==> src/rtl/relbr_pkg.sv <==
package relbr_pkg;
  localparam int ADDR_W = 24;
  localparam int DISP_W = 8;
  localparam int SEL_W  = 4;
  localparam logic [SEL_W-1:0] SEL_CALL   = 4'hE;
  localparam logic [SEL_W-1:0] SEL_ALWAYS = 4'hF;

  typedef struct packed {
    logic z;
    logic n;
    logic v;
    logic c;
  } flags_t;

  // Selectors 0..13 come in pairs: an even code takes the inverse of a
  // base term, an odd code takes the term itself.
  function automatic logic sel_term(input logic [SEL_W-2:0] grp, input flags_t f);
    logic lt;
    lt = f.n ^ f.v;
    case (grp)
      3'd0:    sel_term = f.z;
      3'd1:    sel_term = f.c;
      3'd2:    sel_term = f.n;
      3'd3:    sel_term = f.v;
      3'd4:    sel_term = lt;
      3'd5:    sel_term = f.z | lt;
      3'd6:    sel_term = f.z | ~f.c;
      default: sel_term = 1'b1;
    endcase
  endfunction

  function automatic logic [ADDR_W-1:0] rel_target(input logic [ADDR_W-1:0] pc,
                                                   input logic [DISP_W-1:0] d);
    logic [ADDR_W-1:0] ext;
    ext = {{(ADDR_W-DISP_W){d[DISP_W-1]}}, d};
    rel_target = pc + ext;
  endfunction
endpackage

==> src/rtl/relbr_cond_eval.sv <==
module relbr_cond_eval
  import relbr_pkg::*;
(
  input  logic [SEL_W-1:0] sel,
  input  flags_t           flags,
  output logic             cond_hit,
  output logic             is_call
);
  logic fixed_take;
  logic term;

  assign fixed_take = (sel == SEL_CALL) || (sel == SEL_ALWAYS);
  assign term       = sel_term(sel[SEL_W-1:1], flags);
  assign cond_hit   = fixed_take ? 1'b1 : (sel[0] ? term : ~term);
  assign is_call    = (sel == SEL_CALL);
endmodule

==> src/rtl/relbr_target.sv <==
module relbr_target
  import relbr_pkg::*;
(
  input  logic [ADDR_W-1:0] pc,
  input  logic [DISP_W-1:0] d,
  input  logic              take,
  output logic [ADDR_W-1:0] dest
);
  logic [ADDR_W-1:0] jump_pc;

  assign jump_pc = rel_target(pc, d);
  assign dest    = take ? jump_pc : pc;
endmodule

==> src/rtl/relbr_unit.sv <==
module relbr_unit
  import relbr_pkg::*;
(
  input  logic              clk,
  input  logic              rst_n,
  input  logic              req_valid,
  input  logic [SEL_W-1:0]  cond_sel,
  input  logic [DISP_W-1:0] disp,
  input  logic [ADDR_W-1:0] seq_pc,
  input  logic              flag_z,
  input  logic              flag_n,
  input  logic              flag_v,
  input  logic              flag_c,
  output logic              res_valid,
  output logic [ADDR_W-1:0] next_pc,
  output logic              br_taken,
  output logic              ret_push,
  output logic [ADDR_W-1:0] ret_addr
);
  flags_t            cur_flags;
  logic              cond_hit;
  logic              is_call;
  logic [ADDR_W-1:0] dest_pc;

  assign cur_flags = '{z: flag_z, n: flag_n, v: flag_v, c: flag_c};

  relbr_cond_eval u_cond (
    .sel      (cond_sel),
    .flags    (cur_flags),
    .cond_hit (cond_hit),
    .is_call  (is_call)
  );

  relbr_target u_tgt (
    .pc   (seq_pc),
    .d    (disp),
    .take (cond_hit),
    .dest (dest_pc)
  );

  always_ff @(posedge clk) begin
    if (!rst_n) begin
      res_valid <= 1'b0;
      br_taken  <= 1'b0;
      ret_push  <= 1'b0;
      next_pc   <= '0;
      ret_addr  <= '0;
    end else begin
      res_valid <= req_valid;
      br_taken  <= req_valid & cond_hit;
      ret_push  <= req_valid & is_call;
      next_pc   <= dest_pc;
      ret_addr  <= seq_pc;
    end
  end

  AST_IDLE_QUIET: assert property (@(posedge clk) disable iff (!rst_n)
    !res_valid |-> (!br_taken && !ret_push));
  AST_ONE_CYCLE: assert property (@(posedge clk) disable iff (!rst_n)
    req_valid |=> res_valid);
  AST_PUSH_TAKEN: assert property (@(posedge clk) disable iff (!rst_n)
    ret_push |-> br_taken);
  AST_PUSH_ONLY_CALL: assert property (@(posedge clk) disable iff (!rst_n)
    ret_push |-> ($past(cond_sel) == SEL_CALL));
  AST_RET_ADDR: assert property (@(posedge clk) disable iff (!rst_n)
    ret_push |-> (ret_addr == $past(seq_pc)));
  AST_ALWAYS_TAKEN: assert property (@(posedge clk) disable iff (!rst_n)
    (res_valid && $past(cond_sel) == SEL_ALWAYS) |-> (br_taken && !ret_push));
  AST_FALLTHRU: assert property (@(posedge clk) disable iff (!rst_n)
    (res_valid && !br_taken) |-> (next_pc == $past(seq_pc) && !ret_push));
endmodule

==> config.mk <==
export PLATFORM = sky130hd
export DESIGN_NAME = relbr_unit
export DESIGN_NICKNAME = d
export VERILOG_FILES = /design/src/rtl/relbr_pkg.sv /design/src/rtl/relbr_cond_eval.sv /design/src/rtl/relbr_target.sv /design/src/rtl/relbr_unit.sv
export SDC_FILE = /design/constraint.sdc
export NUM_CORES = 1
export LEC_CHECK = 0
export BUFFER_PORTS_ARGS = -buffer_cell sky130_fd_sc_hd__buf_2
export CORE_MARGIN = 5
export CORE_UTILIZATION = 56
export CTS_BUF_LIST = sky130_fd_sc_hd__clkbuf_8
export CTS_CLUSTER_SIZE = 10
export DETAILED_ROUTE_END_ITERATION = 6
export GPL_ROUTABILITY_DRIVEN = 0
export PLACE_DENSITY = 0.87
export REMOVE_ABC_BUFFERS = 1
export SETUP_SLACK_MARGIN = 0.1
export SLEW_MARGIN = 30
export SYNTH_ARGS = -nofsm -noshare
export SYNTH_HDL_FRONTEND = slang
export SYNTH_SLANG_ARGS = --single-unit
==> constraint.sdc <==
create_clock -name clk -period 5.3 [get_ports clk]
set_input_delay 0 -clock clk [delete_from_list [all_inputs] [get_ports clk]]
set_output_delay 0 -clock clk [all_outputs]
set_load 0.03 [all_outputs]
# ---- Word-level counts from Yosys, hierarchy flattened
# Index checks and enable logic that the tools add are counted.
dict set report classes {
  addsub 1
  eq_ne 8
  n_mux 4
  bitwise 7
  n_reduce_logical 2
}
# operator count
set op_table {}
lappend op_table {{$add A24 B24 Y24} 1}
lappend op_table {{$mux W24} 1}
lappend op_table {{$eq A3 B3 Y1 const B} 3}
lappend op_table {{$eq A4 B4 Y1 const B} 2}
lappend op_table {{$pmux W1 S7} 1}
lappend op_table {{$eq A3 B2 Y1 const B} 2}
lappend op_table {{$eq A3 B1 Y1 const B} 1}
lappend op_table {{$logic_not A3 Y1} 1}
lappend op_table {{$and A1 B1 Y1} 2}
lappend op_table {{$mux W1} 2}
lappend op_table {{$not A1 Y1} 2}
lappend op_table {{$or A1 B1 Y1} 2}
lappend op_table {{$logic_or A1 B1 Y1} 1}
lappend op_table {{$xor A1 B1 Y1} 1}
dict set report totals {
  register_bits 51
  input_bits 43
  output_inout_bits 51
  wordCells 27
}

# ---- Longest topological paths before layout
dict set report logic_depth {
  depth_word 7
  depth_mapped 10
  ltp_nobuf 10
}

# ---- By module
# From an unflattened synthesis, not the netlist that was laid out.
dict set report hier_totals {
  hier_cells 341
  area_unflattened_um2 3098.0
}
# mod instances cells_per_inst area_per_inst_um2 seq_area_each_um2
set modules_own_cells {}
lappend modules_own_cells {relbr_target 1 219 1621.6 0.0}
lappend modules_own_cells {relbr_unit 1 107 1377.6 1021.0}
lappend modules_own_cells {relbr_cond_eval 1 15 98.8 0.0}

# ---- Worst setup path after synthesis
# Ideal clock, no wire load.
dict set report synth_path {
  path_kind {in2reg}
  start {input port disp[7]}
  end {register next_pc[23]}
  setup_ns 0.123
  arrival_time_ns 1.963
  required_ns 5.177
  setup_slack_ns 3.213
  path_stages 9
  path_buffers 1
  path_cell_list {ha_1 -> buf_6 -> a21o_1 -> a31o_1 -> a221o_1 -> a21o_1 -> a41oi_2 -> mux2i_1 -> mux2_1}
}
dict set report synth_via {
  elab_chain_cells 2
}
# item line
set synth_rtl {}
lappend synth_rtl {{from (decl)} relbr_unit.sv:8} ;# input logic [DISP_W-1:0] disp,
lappend synth_rtl {{$add A24 B24 Y24} relbr_pkg.sv:36} ;# rel_target = pc + ext;
lappend synth_rtl {{$mux W24} relbr_target.sv:12} ;# assign dest = take ? jump_pc : pc;
lappend synth_rtl {{to (signal assigned)} relbr_unit.sv:52} ;# next_pc <= dest_pc;
lappend synth_rtl {{to (decl)} relbr_unit.sv:15} ;# output logic [ADDR_W-1:0] next_pc,
# No other way between the ends.
# A chain may end at the register's enable or synchronous reset.

# ---- Worst setup path after layout
dict set report layout_path {
  start {input port seq_pc[10]}
  end {register next_pc[23]}
}
dict set report layout_via {
  elab_chain_cells 2
}
# item line
set layout_rtl {}
lappend layout_rtl {{from (decl)} relbr_unit.sv:9} ;# input logic [ADDR_W-1:0] seq_pc,
lappend layout_rtl {{$add A24 B24 Y24} relbr_pkg.sv:36}
lappend layout_rtl {{$mux W24} relbr_target.sv:12}
# No other way between the ends.

==> flow_summary.toml <==
[final_layout]
antenna_cells = 0
layout_common_cells = "buf_2, dfxtp_1, dlygate4sd3_1"
drive_gt1_frac = 0.2547
nets = 490
syn2layout_area_growth_pct = 30.14
stdcell_count = 494
final_common_cell = "buf_2"
stdcell_area_um2 = 3706

[timing]
period_needed_ns = 2.692
worst_pin_slew_ns = 0.5657
slew_viol_final = 0
finalSetupViolations = 0
rsz0062_at_grt = "no"
fmax_mhz = 371.5
setup_slack_ns = 2.608
tns_ns = 0
hold_ws_ns = 0.03065
max-slew-margin-rel = 0.6206
hold_viol_final = 0
finalCritPeriodShare = 0.5079

[clock_tree]
htree_levels = 2
cts_root_buffer = "clkbuf_8"
clk_pin_slew_ns = 0.09
numCtsBuffers = 5
clockBufferDepth = 2
post_cts_resized = 0
cts_sinks = 51
cts_hold_buf = 26
cts_tree = "done"
cts_setup_buffers = 0

[synth]
synth_cells = 310
ys_types = 51
yosysSeqAreaShare = 0.3585
synth-seq-cells = 51
yosys_warnings = 0
netlist_area_um2 = 2848
synth_edf_count = 0
syn_avg_cell_area_um2 = 9.186
synthArstFlopShare = 0
synth-main-ff-cell = "dfxtp_1"

[floorplan]
die_y_um = 81.31
coreArea_um2 = 5010
start_util = 0.5684
io-pin-count = 94
die_w_um = 81.31
row_count = 26
dieArea_um2 = 6611

[worst_setup_path]
startpoint_type = "primary input"
cp-end-kind = "flip-flop"
slowest_stage = "dlygate4sd3_1"
crit_chain = "dlygate4sd3_1 > buf_2 > ha_1 > nand2_1 > nor3_1 > nand3_1 > o221ai_1 > a41oi_2 > mux2i_1 > mux2_1"
critPathMaxStageDelay_ns = 0.54
worst-path-buf-inv = 2
cp_max_fo = 7
path_delay_family = "buffers and inverters"
cp.arrival_ns = 2.88
cp.required_ns = 5.49
worstSetupPathType = "in2reg"

[status]
status = "finished, final reports clean"

[routing]
wl_per_cell_um = 14.92
wl_met1_um = 3013
viasPerCell = 5.496
route.met2.wl_um = 3725
routed_wirelength_um = 7371
ant_nets = 0
dr.max_layer_used = "met4"
route.vias.total = 2715
first_pass_iters = 7
dr_wl_met3_um = 512
drc = 0
drt_iter0_drc = 170

[power_and_ir_drop]
peakVddDrop_v = 0.0001974
p_per_area_nw_per_um2 = 290.5
p_leak_nw = 1.862

[worst_hold_path]
hp-class = "in2reg"

[grt]
grt_pass1_wl_um = 12120
antenna_found_initial = 0
grt_overflow = 0
grt_use_total = 0.2294
grt_max_degree = 31
grt_pass1_vias = 2711

[place]
dp_cells = 460
post-place-ws_ns = 2.802
port-buffer-count = 93
place_area_um2 = 3328
hpwl_um = 5270

[job]
maxCapViolations = 0
## final timing paths
kind	slack, ns	to	from	cells past startpoint
setup / recovery	2.61	next_pc[23]$_SDFF_PN0_	seq_pc[10]	10
hold / removal	0.03	ret_push$_SDFF_PN0_	cond_sel[3]	3
## cells in the mapped netlist, types with 2 or more instances
cell,count,area share
o22ai_1,3,0.0066
mux2i_1,15,0.053
dfxtp_1,51,0.36
nor3_1,2,0.0035
a21oi_1,21,0.037
nor2_1,25,0.033
nand2_1,18,0.024
o21a_1,2,0.0053
nand3_1,6,0.011
and2_1,23,0.051
and3_1,5,0.011
mux2_1,2,0.0079
inv_1,6,0.0079
a221o_1,2,0.0070
a21o_1,14,0.037
a21boi_0,3,0.0079
nor2b_1,3,0.0066
nand2b_1,2,0.0044
clkbuf_1,9,0.012
o21bai_1,2,0.0053
a211oi_1,2,0.0053
o2111ai_1,2,0.0062
ha_1,23,0.10
xor2_1,11,0.034
or3_1,2,0.0044
o21ai_0,12,0.021
a31oi_1,5,0.011
a211oi_2,2,0.0088
xnor2_1,9,0.028
o211ai_1,3,0.0079
buf_6,3,0.012
a31o_1,3,0.0092
## cell families after synthesis
logic type,count (synthesis),share of synthesized area
adders and majority gates,24,0.1081
DFF,51,0.3585
buffers and inverters,20,0.03470
and+or+nand+nor,92,0.1652
AOI/OAI and AO/OA,86,0.2113
muxes,17,0.06063
xor gates and xnor gates,20,0.06151
## per-layer routing
metal / up-vias / track usage
met5: - / 0
met4: 0 / 0.06588
met3: 15 / 0.04213
met2: 113 / 0.4186
met1: 1247 / 0.2710
li1: 1340 / -
## stage by stage
stage | power (W) | utilization
6_report | 0.001076 | 0.7398
5_1_grt | 0.001132 | 0.7398
4_1_cts | 0.001080 | 0.7398
3_5_place_dp | 0.0007859 | 0.6643
3_3_place_gp | 0.0007752 | 0.6643
2_1_floorplan | 0.0006872 | -
## layout make-up
cell class | count | area (µm²)
Clock inverter | 2 | 35.03
Tap cell | 70 | 87.58
Timing Repair Buffer | 119 | 725.7
Sequential cell | 51 | 1021
Multi-Input combinational cell | 239 | 1728
Inverter | 7 | 26.28
Fill cell | 407 | 1304
Clock buffer | 6 | 82.58
## worst min-delay path, cell delays in order
cell and delay, ns:
buf_2 0.12, nand3_1 0.11, nor3b_1 0.06
## sequential cells by signal, summed over array words and instances, names as in the netlist
name       cells
ret_push       1
next_pc       24
res_valid      1
ret_addr      24
br_taken       1
## power breakdown
part | total [W] | leakage, nW | internal [W] | switching, W
clock | 0.000278 | 0.0612 | 0.000153 | 0.000125
sequential | 0.000427 | 0.425 | 0.000419 | 0.00000815
combinational | 0.000371 | 1.38 | 0.000143 | 0.000228
(Power assumes the default switching activity.)
